## src/rtl/bus_cycle_seq_pkg.sv

```systemverilog
package bus_cycle_seq_pkg;
  typedef enum logic [2:0] {
    PH_IDLE  = 3'd0,
    PH_DRIVE = 3'd1,
    PH_ADDR  = 3'd2,
    PH_DATA  = 3'd3,
    PH_CLOSE = 3'd4
  } phase_t;
endpackage

```

## src/rtl/bcs_host_regs.sv

```systemverilog
module bcs_host_regs #(
  parameter int AW = 8,
  parameter int DW = 8
) (
  input  logic          clk,
  input  logic          rst_n,
  input  logic          busy,
  input  logic [AW-1:0] addr_in,
  input  logic          addr_load,
  input  logic [DW-1:0] wdata_in,
  input  logic          wdata_load,
  output logic [AW-1:0] addr_q,
  output logic [DW-1:0] wdata_q
);
  logic          addr_en, wdata_en;
  logic [AW-1:0] addr_d;
  logic [DW-1:0] wdata_d;

  always_comb begin
    addr_en  = addr_load  && !busy;
    wdata_en = wdata_load && !busy;
    addr_d   = addr_en  ? addr_in  : addr_q;
    wdata_d  = wdata_en ? wdata_in : wdata_q;
  end

  always_ff @(posedge clk or negedge rst_n) begin
    if (!rst_n) begin
      addr_q  <= '0;
      wdata_q <= '0;
    end else begin
      addr_q  <= addr_d;
      wdata_q <= wdata_d;
    end
  end

  assert_addr_frozen_R7: assert property (@(posedge clk) disable iff (!rst_n)
    busy |=> $stable(addr_q));
  assert_wdata_frozen_R8: assert property (@(posedge clk) disable iff (!rst_n)
    busy |=> $stable(wdata_q));
endmodule

```

## src/rtl/bcs_timing_chain.sv

```systemverilog
module bcs_timing_chain
  import bus_cycle_seq_pkg::*;
(
  input  logic clk,
  input  logic rst_n,
  input  logic start,
  input  logic grant,
  input  logic dir_rd,
  input  logic ack_n,
  output logic drv_en,
  output logic adr_stb_n,
  output logic dat_stb_n,
  output logic busy,
  output logic cyc_rd,
  output logic capture
);
  phase_t ph_q, ph_d;
  logic   rd_d;
  logic   accept;

  always_comb begin
    accept = start && grant && (ph_q == PH_IDLE);
    ph_d   = ph_q;
    rd_d   = accept ? dir_rd : cyc_rd;
    unique case (ph_q)
      PH_IDLE:  if (accept) ph_d = PH_DRIVE;
      PH_DRIVE: ph_d = PH_ADDR;
      PH_ADDR:  ph_d = PH_DATA;
      PH_DATA:  if (!ack_n) ph_d = PH_CLOSE;
      PH_CLOSE: ph_d = PH_IDLE;
      default:  ph_d = PH_IDLE;
    endcase
  end

  always_ff @(posedge clk or negedge rst_n) begin
    if (!rst_n) begin
      ph_q   <= PH_IDLE;
      cyc_rd <= 1'b0;
    end else begin
      ph_q   <= ph_d;
      cyc_rd <= rd_d;
    end
  end

  always_comb begin
    drv_en    = (ph_q != PH_IDLE);
    busy      = (ph_q != PH_IDLE);
    adr_stb_n = !((ph_q == PH_ADDR) || (ph_q == PH_DATA));
    dat_stb_n = !(ph_q == PH_DATA);
    capture   = (ph_q == PH_DATA) && !ack_n && cyc_rd;
  end

  assert_drv_before_adr_R3: assert property (@(posedge clk) disable iff (!rst_n)
    $fell(adr_stb_n) |-> $past(drv_en) && $past(dat_stb_n));
  assert_dat_after_adr_R4: assert property (@(posedge clk) disable iff (!rst_n)
    $fell(dat_stb_n) |-> !adr_stb_n && $past(!adr_stb_n));
  assert_strobes_release_together_R5: assert property (@(posedge clk) disable iff (!rst_n)
    $rose(adr_stb_n) |-> $rose(dat_stb_n) && drv_en);
  assert_drv_drop_after_release_R5: assert property (@(posedge clk) disable iff (!rst_n)
    $rose(dat_stb_n) |=> !drv_en && !busy);
  assert_no_grant_no_start_R6: assert property (@(posedge clk) disable iff (!rst_n)
    (!grant && !busy) |=> !busy);
  assert_dir_held_R10: assert property (@(posedge clk) disable iff (!rst_n)
    (busy && $past(busy)) |-> $stable(cyc_rd));
endmodule

```

## src/rtl/bcs_read_hold.sv

```systemverilog
module bcs_read_hold #(
  parameter int DW = 8
) (
  input  logic          clk,
  input  logic          rst_n,
  input  logic          cap_en,
  input  logic [DW-1:0] bus_data_in,
  output logic [DW-1:0] hold_q
);
  logic [DW-1:0] hold_d;

  always_comb hold_d = cap_en ? bus_data_in : hold_q;

  always_ff @(posedge clk or negedge rst_n) begin
    if (!rst_n) hold_q <= '0;
    else        hold_q <= hold_d;
  end

  assert_hold_kept_R9: assert property (@(posedge clk) disable iff (!rst_n)
    !cap_en |=> $stable(hold_q));
endmodule

```

## src/rtl/bus_cycle_seq.sv

```systemverilog
module bus_cycle_seq #(
  parameter int AW = 8,
  parameter int DW = 8
) (
  input  logic          clk,
  input  logic          rst_n,
  input  logic [AW-1:0] addr_in,
  input  logic          addr_load,
  input  logic [DW-1:0] wdata_in,
  input  logic          wdata_load,
  input  logic          dir_rd,
  input  logic          start,
  input  logic          grant,
  input  logic          ack_n,
  input  logic [DW-1:0] bus_data_in,
  output logic [AW-1:0] bus_addr,
  output logic [DW-1:0] bus_data_out,
  output logic          bus_rd,
  output logic          drv_en,
  output logic          adr_stb_n,
  output logic          dat_stb_n,
  output logic          busy,
  output logic [DW-1:0] rd_hold
);
  logic capture;

  bcs_host_regs #(.AW(AW), .DW(DW)) u_regs (
    .clk        (clk),
    .rst_n      (rst_n),
    .busy       (busy),
    .addr_in    (addr_in),
    .addr_load  (addr_load),
    .wdata_in   (wdata_in),
    .wdata_load (wdata_load),
    .addr_q     (bus_addr),
    .wdata_q    (bus_data_out)
  );

  bcs_timing_chain u_chain (
    .clk       (clk),
    .rst_n     (rst_n),
    .start     (start),
    .grant     (grant),
    .dir_rd    (dir_rd),
    .ack_n     (ack_n),
    .drv_en    (drv_en),
    .adr_stb_n (adr_stb_n),
    .dat_stb_n (dat_stb_n),
    .busy      (busy),
    .cyc_rd    (bus_rd),
    .capture   (capture)
  );

  bcs_read_hold #(.DW(DW)) u_hold (
    .clk         (clk),
    .rst_n       (rst_n),
    .cap_en      (capture),
    .bus_data_in (bus_data_in),
    .hold_q      (rd_hold)
  );

  assert_write_keeps_hold_R8: assert property (@(posedge clk) disable iff (!rst_n)
    (busy && !bus_rd) |=> $stable(rd_hold));
endmodule

```

## config.mk

```make
export PLATFORM = sky130hd
export DESIGN_NAME = bus_cycle_seq
export DESIGN_NICKNAME = d
export VERILOG_FILES = /design/src/rtl/bus_cycle_seq_pkg.sv /design/src/rtl/bcs_host_regs.sv /design/src/rtl/bcs_timing_chain.sv /design/src/rtl/bcs_read_hold.sv /design/src/rtl/bus_cycle_seq.sv
export SDC_FILE = /design/constraint.sdc
export NUM_CORES = 1
export LEC_CHECK = 0
export BUFFER_PORTS_ARGS = -buffer_cell sky130_fd_sc_hd__buf_4
export CAP_MARGIN = 10
export CORE_MARGIN = 2
export CORE_UTILIZATION = 34
export DETAILED_ROUTE_END_ITERATION = 10
export HOLD_SLACK_MARGIN = 0.06
export PLACE_DENSITY = 0.64
export SLEW_MARGIN = 0
export SYNTH_ARGS = -nofsm -noshare
export SYNTH_HDL_FRONTEND = slang
export SYNTH_SLANG_ARGS = --single-unit
```

## constraint.sdc

```tcl
create_clock -name clk -period 1.5 [get_ports clk]
set_clock_uncertainty 0.15 [all_clocks]
set_input_delay 0.3 -clock clk [delete_from_list [all_inputs] [get_ports clk]]
set_output_delay 0.3 -clock clk [all_outputs]
set_load 0.01 [all_outputs]
```

Word-level counts from Yosys, hierarchy flattened --
Cells that the tools add are included.
Storage, ports and cells: bits in registers 28, input port bits 32, output and inout bits 29
Cells by class: equality and inequality tests 5, mux-type cells 3, reductions and logical operators 14
Operators by type and width (number):
- one-hot mux 3 bit (4 select lines) | 1
- == test 3 x 2 -> 1 bit, second input constant | 2
- logical AND 1 bit | 6
- two-way mux 3 bit | 2
- zero test 1 bit | 4
- == test 3 x 1 -> 1 bit, second input constant | 1
- zero test 3 bit | 1
- nonzero test 3 bit | 1
- inequality test 2 x 1 -> 1 bit, second input constant | 1
- inequality test 2 bit, second input constant | 1
- AND reduction 2 bit | 1
- logical OR 1 bit | 1

Logic depth before layout (Yosys ltp) --
Gate-level depths: netlist of run 1.
word-level depth 4, depth in mapped cells 4, depth with buffers taken out 3

Hierarchy --
A second synthesis of run 1 with hierarchy kept.
Unflattened totals: cells, all modules 73, area total of the unflattened synthesis 1207.4 um2
Modules (own cells, without submodules):
- bcs_host_regs | instances 1, cells each 36, area an instance 675.6 um2, seq. area each 400.4 um2
- bcs_read_hold | instances 1, cells each 17, area an instance 331.6 um2, seq. area each 200.2 um2
- bcs_timing_chain | instances 1, cells each 20, area an instance 200.2 um2, seq. area each 100.1 um2

Least setup slack after synthesis of run 1 --
OpenSTA, ideal clock, no wires.
path type flip-flop to flip-flop, start register u_chain.ph_q[2], end register u_regs.addr_q[0], setup time 0.125 ns, data arrival time 1.210 ns, data required time 1.225 ns, path slack 0.015 ns, cell stages (with the launch flop) 5, buffers on the path 1, cell sequence dfrtp_1 > nor3_2 > and2_1 > buf_6 > mux2_4
Between the ends: cells in the longest elaborated chain, start to end 3
Ends and longest elaborated chain:
- start: declaration | line bcs_timing_chain.sv:17 | phase_t ph_q, ph_d;
- start signal: assignment | line bcs_timing_chain.sv:40 | ph_q <= ph_d;
- nonzero test 3 bit | line bcs_timing_chain.sv:47 | busy = (ph_q != PH_IDLE);
- zero test 1 bit | line bcs_host_regs.sv:20 | addr_en = addr_load && !busy;
- logical AND 1 bit | line bcs_host_regs.sv:20
- end signal: assignment | line bcs_host_regs.sv:31 | addr_q <= addr_d;
- end: declaration | line bcs_host_regs.sv:12 | output logic [AW-1:0] addr_q,
No other way between the ends. A chain may end at the register's enable or synchronous reset.

Worst setup path after layout of run 1 --
start register u_chain.ph_q[2], end output dat_stb_n
Between the ends: cells in the longest elaborated chain, start to end 2
Ends and longest elaborated chain:
- == test 3 x 2 -> 1 bit | line bcs_timing_chain.sv:49 | dat_stb_n = !(ph_q == PH_DATA);
- zero test 1 bit | line bcs_timing_chain.sv:49
- end: declaration | line bus_cycle_seq.sv:21 | output logic dat_stb_n,
No other way between the ends.

==> metrics.md, run 1 <==
| Metric | Value |
|---|---|
| Die W | `63.0 um` |
| Total wire length | `2830 um` |
| Switching share of power | `30.5%` |
| CP Launch Type | `flip-flop` |
| Antenna-violating nets left | `0` |
| Register area | `701 um^2` |
| Failing checks | `negative setup slack` |
| GR Util All Layers | `15.5%` |
| Post-route minimum period | `1.77 ns` |
| Total Power | `3.91 mW` |
| Vias per Instance | `4.32` |
| Gate Count Post-Synth | `73` |
| Post-synthesis average cell area | `16.2 um^2` |
| Logic gate share of total power | `52.4%` |
| Setup CP Type | `reg -> out` |
| Worst Tran Pin Value | `0.346 ns` |
| Chip Height | `63.0 um` |
| Total CTS buffers | `3` |
| Die ar. | `3970 um^2` |
| First-pass GRT wire length | `4750 um` |
| Psw | `1.19 mW` |
| DR vias | `928` |
| Root buf cell | `clkbuf_4` |
| Clock sink count | `28` |
| RSZ-0062 raised after global routing | `true` |
| P_leak | `1.03 nW` |
| Syn_nets | `105` |
| Max Cap Violations | `0` |
| WL/cell | `13.2 um` |
| Hold WC Path Type | `in -> reg` |
| Ys Warns | `0` |
| Crit path DAT | `1.32 ns` |
| Synth cell types | `19` |
| Multi-input gate area | `477 um^2` |
| Final max-slew violation count | `0` |
| Final setup violation count | `28` |
| Final core occ | `62.9%` |
| Fillers | `256` |
| Sequential area share after synthesis | `59.1%` |
| Seq pwr share | `35.1%` |
| CP max FO | `3` |
| Grt total ovfl | `0` |
| Share of cells above drive strength 1 | `62.1%` |
| Clk_lat worst skew | `0.32 ns` |
| FF+latch count, synth | `28` |
| Final nets | `202` |
| Antenna Cells | `0` |
| CTS H-tree lvls | `1` |
| Post-Layout Cell Count | `215` |
| Fin. Hold Viols | `0` |
| Num ports | `61` |
| PortBufs | `60` |
| Initial drt markers | `38` |
| CP endpoint kind | `output port` |
| Largest net degree at the start of global routing | `29` |
| Initial core utilization | `35.5%` |
| Max VDD drop | `0.000842 V` |
| Number of global-route vias before repair | `1029` |
| WHS | `0.109 ns` |
| Tcrit/Tclk final | `118%` |
| Setup slack after layout | `-0.267 ns` |
| GP Congestion | `0.670` |
| Clk buf depth | `2` |
| Clock group share of total power | `12.6%` |
| Area grow syn2layout | `77.2%` |
| Reg clk slew, reported paths | `0.15 ns` |
| Syn Std Cell Area | `1180 um^2` |
| Pwr/cell area | `1860 nW/um^2` |
| Initial antenna violation count | `0` |
| Commonest non-fill, non-tap cell in the layout | `buf_4` |
| Pint | `2.72 mW` |
| Hpwl dp | `1860 um` |
| CTS tree | `yes` |
| Inst Count DP | `182` |
| Highest clock rate | `566 MHz` |
| First-pass DRT Iterations | `2` |
| Most frequent cells in the layout | `buf_4, dfrtp_1, dlygate4sd3_1` |
| Rel. slew slack | `76.9%` |
| WP data required | `1.05 ns` |
| Row cnt | `21` |
| Status | `finished with violations` |
| Core ar. | `3340 um^2` |
| # DRC | `0` |
[synthesized netlist by cell type (all sizes together)]
cell | instances | area share (%)
dfrtp | 28 | 59
mux2 | 25 | 29
buf | 3 | 2.5
and2 | 2 | 1.1
and2b | 2 | 1.5
inv | 2 | 0.63
nand2 | 2 | 0.63
nand3 | 2 | 1.9
nor2 | 2 | 0.63
a211oi | 1 | 0.63
a21oi | 1 | 0.42
nand3b | 1 | 0.63
nor3 | 1 | 0.84
or2b | 1 | 0.63
[per-layer routing]
metal | routed length (um) | vias up | global-route usage [%]
met4 | 29 | 0 | 5.83
li1 | - | 442 | -
met2 | 1510 | 35 | 27.5
met3 | 149 | 2 | 2.34
met5 | 0 | - | 0
met1 | 1150 | 449 | 18.8
[worst paths after layout]
| kind | startpoint | end | slack (ns) | cells after the start |
|---|---|---|---|---|
| setup / recovery | u_chain.ph_q[2] | dat_stb_n | -0.27 | 4 |
| hold / removal | grant | u_chain.ph_q[0] | 0.11 | 3 |
| setup reg to reg | u_chain.ph_q[2] | u_hold.hold_q[3] | -0.15 | 5 |
| hold reg to reg | u_hold.hold_q[0] | u_hold.hold_q[0] | 0.38 | 1 |
| max in group asynchronous | rst_n | u_chain.ph_q[0] | 0.70 | 2 |
| min in group asynchronous | rst_n | u_regs.wdata_q[2] | 0.25 | 2 |
[critical path, cell delays in order, from the launching register on]
cell     delay, ns
dfrtp_1       0.44
buf_6         0.13
and2b_4       0.26
nand2_2       0.05
buf_6         0.11
[stage by stage]
stage          setup TNS [ns]  setup slack (ns)  area, um^2
5_1_grt                 -4.76            -0.328        2100
3_5_place_dp            -1.35           -0.0870        1730
4_1_cts                 -3.79            -0.259        2080
6_report                -3.20            -0.267        2100
3_3_place_gp           -0.304           -0.0238        1730
2_1_floorplan               0            0.0150        1180
[logic make-up (layout without fill, tap and decap cells)]
group,Yosys count,count (layout),synth area share [%]
buffers and inverters,5,101,3.17
and+or+nand+nor,13,13,7.82
DFF,28,28,59.1
muxes,25,25,28.8
AOI/OAI and AO/OA,2,2,1.06
[flip-flops by register name (all words and copies together), names as in the netlist]
register,cells
u_chain.cyc_rd,1
u_chain.ph_q,3
u_hold.hold_q,8
u_regs.addr_q,8
u_regs.wdata_q,8
[what timing repair did]
action / CTS / global route
cloned: 0 / 0
resized for setup: 7 / 5
setup buffers: 1 / 3
pin swaps: 1 / 1
hold buffers: 27 / 0
setup endpoints to repair: 28 / 29
hold endpoints to repair: 54 / 0
[area by class of cell]
class | instances | area share (%)
clock buffer | 3 | 1.07
clock inverter | 1 | 1.43
inverter | 2 | 0.358
multi-input combinational | 40 | 22.7
sequential | 28 | 33.4
tap | 46 | 2.74
timing repair buffer | 95 | 38.3
[power by group through the flow]
| stage | registers (mW) | clock network (mW) | logic (mW) |
|---|---|---|---|
| after floorplan | 1.53 | 0 | 0.796 |
| after global placement | 1.35 | 0 | 1.83 |
| after detailed placement | 1.37 | 0 | 1.86 |
| after CTS | 1.35 | 0.509 | 2.02 |
| after global routing | 1.42 | 0.541 | 2.20 |
| final | 1.37 | 0.492 | 2.05 |
(Power assumes the default switching activity.)
==> inputs of run 2 (changes only) <==
- ABC_AREA: unset -> 1
- PLACE_DENSITY: 0.64 -> 0.65
==> metrics.md, run 2 <==
| Metric | Value |
|---|---|
| CTS H-tree lvls | `1 (unchanged)` |
| Max VDD drop | `0.000795 V (was 0.000842 V)` |
| Hold WC Path Type | `in -> reg (unchanged)` |
| DR vias | `1250 (was 928)` |
| Status | `finished with violations (unchanged)` |
| Pint | `2.36 mW (was 2.72 mW)` |
| Seq pwr share | `35.1% (about the same)` |
| Gr busiest metal | `met2 (unchanged)` |
| CP peak stage delay | `0.48 ns (was 0.44 ns)` |
| Initial core utilization | `35.1% (was 35.5%)` |
| Worst Tran Pin Value | `0.445 ns (was 0.346 ns)` |
| Setup slack after layout | `-0.212 ns (was -0.267 ns)` |
| CP Launch Type | `flip-flop (unchanged)` |
| Hpwl dp | `2140 um (was 1860 um)` |
| Logic gate share of total power | `57.2% (was 52.4%)` |
| Synth cell types | `12 (was 19)` |
| Chip Height | `62.5 um (was 63.0 um)` |
| Grt total ovfl | `0 (unchanged)` |
| Total wire length | `3400 um (was 2830 um)` |
| Final setup violation count | `7 (was 28)` |
| Met2 global-route usage | `31.3% (was 27.5%)` |
| Vias per Instance | `4.50 (was 4.32)` |
| Post-synthesis average cell area | `8.55 um^2 (was 16.2 um^2)` |
| Pwr/cell area | `1830 nW/um^2 (was 1860 nW/um^2)` |
| Top Registers | `u_hold.hold_q x8, u_regs.addr_q x8, u_regs.wdata_q x8 (unchanged)` |
| CP endpoint kind | `output port (unchanged)` |
| Setup CP Type | `reg -> out (unchanged)` |
| Die ar. | `3900 um^2 (was 3970 um^2)` |
| Num ports | `61 (unchanged)` |
| Row cnt | `21 (unchanged)` |
| Largest net degree at the start of global routing | `29 (unchanged)` |
| First-pass GRT wire length | `5330 um (was 4750 um)` |
| Synth area leader | `dfrtp_1 (unchanged)` |
| First-pass DRT Iterations | `4 (was 2)` |
| Final max-slew violation count | `0 (unchanged)` |
| Highest clock rate | `584 MHz (was 566 MHz)` |
| Final nets | `266 (was 202)` |
| Number of global-route vias before repair | `1241 (was 1029)` |
| CTS tree | `yes (unchanged)` |
| Tcrit/Tclk final | `114% (was 118%)` |
| FF+latch count, synth | `28 (unchanged)` |
| GP Congestion | `0.794 (was 0.670)` |
| Syn_nets | `168 (was 105)` |
| Multi-input gate area | `510 um^2 (was 477 um^2)` |
| Sequential area share after synthesis | `60.3% (was 59.1%)` |
| Synth cell count leaders | `nand2_1, dfrtp_1, nand3_1 (was dfrtp_1, mux2_4, mux2_2)` |
| Clk buf depth | `2 (unchanged)` |
| Initial antenna violation count | `0 (unchanged)` |
| Fin. Hold Viols | `0 (unchanged)` |
| Clock group share of total power | `7.7% (was 12.6%)` |
| Register area | `703 um^2 (was 701 um^2)` |
| Area contributors post-synth | `dfrtp_1, nand2_1, nand3_1, nor2_4, inv_1 (was dfrtp_1, mux2_4, mux2_2, buf_6, mux2_1)` |
| Failing checks | `negative setup slack (unchanged)` |
| Antenna-violating nets left | `0 (unchanged)` |
| GR Util All Layers | `16.8% (was 15.5%)` |
| Commonest non-fill, non-tap cell in the layout | `buf_4 (unchanged)` |
| Clk_lat worst skew | `0.32 ns (about the same)` |
| Inst Count DP | `242 (was 182)` |
| Post-Layout Cell Count | `278 (was 215)` |
| Crit path DAT | `1.26 ns (was 1.32 ns)` |
| Number of flops mapped to enable cells by yosys | `0 (unchanged)` |
| Area grow syn2layout | `82.5% (was 77.2%)` |
| Total Power | `3.89 mW (was 3.91 mW)` |
| CP Buf/Inv Count | `2 (unchanged)` |
| Asr flop ratio synth | `100% (unchanged)` |
| Gate Count Post-Synth | `136 (was 73)` |
| Share of cells above drive strength 1 | `45.7% (was 62.1%)` |
| Dominant synthesized flop cell | `dfrtp_1 (unchanged)` |
| CP max FO | `4 (was 3)` |
| Clock sink count | `28 (unchanged)` |
| Top-area cell type share of the netlist area | `60.3% (was 59.1%)` |
| WP data required | `1.05 ns (about the same)` |
| Ys Warns | `0 (unchanged)` |
| PortBufs | `60 (unchanged)` |
| Routing usage on met1 | `19.0% (was 18.8%)` |
| Post-route minimum period | `1.71 ns (was 1.77 ns)` |
| Total CTS buffers | `3 (unchanged)` |
| Met3 Track Usage GR | `2.88% (was 2.34%)` |
| RSZ-0062 raised after global routing | `true (unchanged)` |
| Reg clk slew, reported paths | `0.15 ns (about the same)` |
| CP top delay family | `flip-flops (unchanged)` |
| Max Cap Violations | `0 (unchanged)` |
| WL/cell | `12.2 um (was 13.2 um)` |
| Core ar. | `3310 um^2 (was 3340 um^2)` |
| Initial drt markers | `50 (was 38)` |
| Crit-path cells | `nor2_1 > nand2_1 > nand2_2 > inv_2 > buf_6 (was buf_6 > and2b_4 > nand2_2 > buf_6)` |
| Die W | `62.5 um (was 63.0 um)` |
| Rel. slew slack | `70.3% (was 76.9%)` |
| # DRC | `0 (unchanged)` |
| Psw | `1.53 mW (was 1.19 mW)` |
| Pre-CTS WS | `0.132 ns (was -0.0870 ns)` |
| Antenna Cells | `0 (unchanged)` |
| Most common cell in the netlist | `nand2_1 (was dfrtp_1)` |
| P_leak | `1.14 nW (was 1.03 nW)` |
| Switching share of power | `39.4% (was 30.5%)` |
| Syn Std Cell Area | `1160 um^2 (was 1180 um^2)` |
| Fillers | `294 (was 256)` |
| Crit-path slowest cell | `dfrtp_2 (was dfrtp_1)` |
| Most frequent cells in the layout | `buf_4, nand2_1, dfrtp_1 (was buf_4, dfrtp_1, dlygate4sd3_1)` |
| Root buf cell | `clkbuf_4 (unchanged)` |
## run 2: per-stage QoR
step	util, %	instance area, um^2	hold slack (ns)	TNS, ns
after floorplan	-	1160	-0.146	0
after global placement	50.5	1670	0.0850	0
after detailed placement	50.5	1670	0.0910	0
after CTS	59.1	1960	0.0643	-0.637
after global routing	64.1	2120	0.0611	-1.87
final	64.1	2120	0.0606	-0.751
## run 2: repair_timing
item                                    in CTS  in global routing
buffers inserted                             4                  7
hold buffers                                22                  0
pin swaps                                    2                 35
gates resized for setup                      5                 37
endpoints found under the hold margin       49                  0
endpoints found under the setup margin       4                 22
## run 2: cell type report
type	instances	area share [%]
Clock buffer	3	1.06
Tap cell	46	2.71
Inverter	8	1.53
Timing Repair Buffer	94	37.5
Sequential cell	28	33.2
Multi-Input combinational cell	99	24.1
## run 2: routing by layer
metal  vias up  routed length, um
li1        613                  -
met1       591               1360
met2        42               1830
met3         4                161
met4         0                 50
met5         -                  0
## run 2: power groups by stage
stage | clock [mW] | sequential, mW | combinational (mW)
after floorplan | 0 | 1.47 | 0.654
after global placement | 0 | 1.32 | 1.59
after detailed placement | 0 | 1.34 | 1.63
after CTS | 0.308 | 1.33 | 1.79
after global routing | 0.354 | 1.41 | 2.42
final | 0.300 | 1.36 | 2.22
## run 2: worst register-to-register path, cell delays in order (launching register included)
cell	delay, ns
dfrtp_2	0.46
buf_6	0.13
buf_6	0.11
inv_4	0.05
nand2_4	0.05
nor2_4	0.13
buf_6	0.12
nand2_8	0.08
nand2_2	0.07
nand2_1	0.05
## run 2: cell families after synthesis
group	share of synthesized area, %
buffers and inverters	3.23
and+or+nand+nor	36.1
DFF	60.3
AOI/OAI and AO/OA	0.430
## run 2: final timing paths
kind,slack (ns),endpoint,depth (start not counted),from
max,-0.21,adr_stb_n,5,u_chain.ph_q[2]
min,0.06,u_hold.hold_q[3],3,bus_data_in[3]
max reg2reg,0,u_regs.addr_q[6],9,u_chain.ph_q[0]
min reg2reg,0.35,u_hold.hold_q[4],2,u_hold.hold_q[4]
max in group asynchronous,0.65,u_chain.ph_q[0],2,rst_n
min in group asynchronous,0.26,u_regs.addr_q[6],2,rst_n
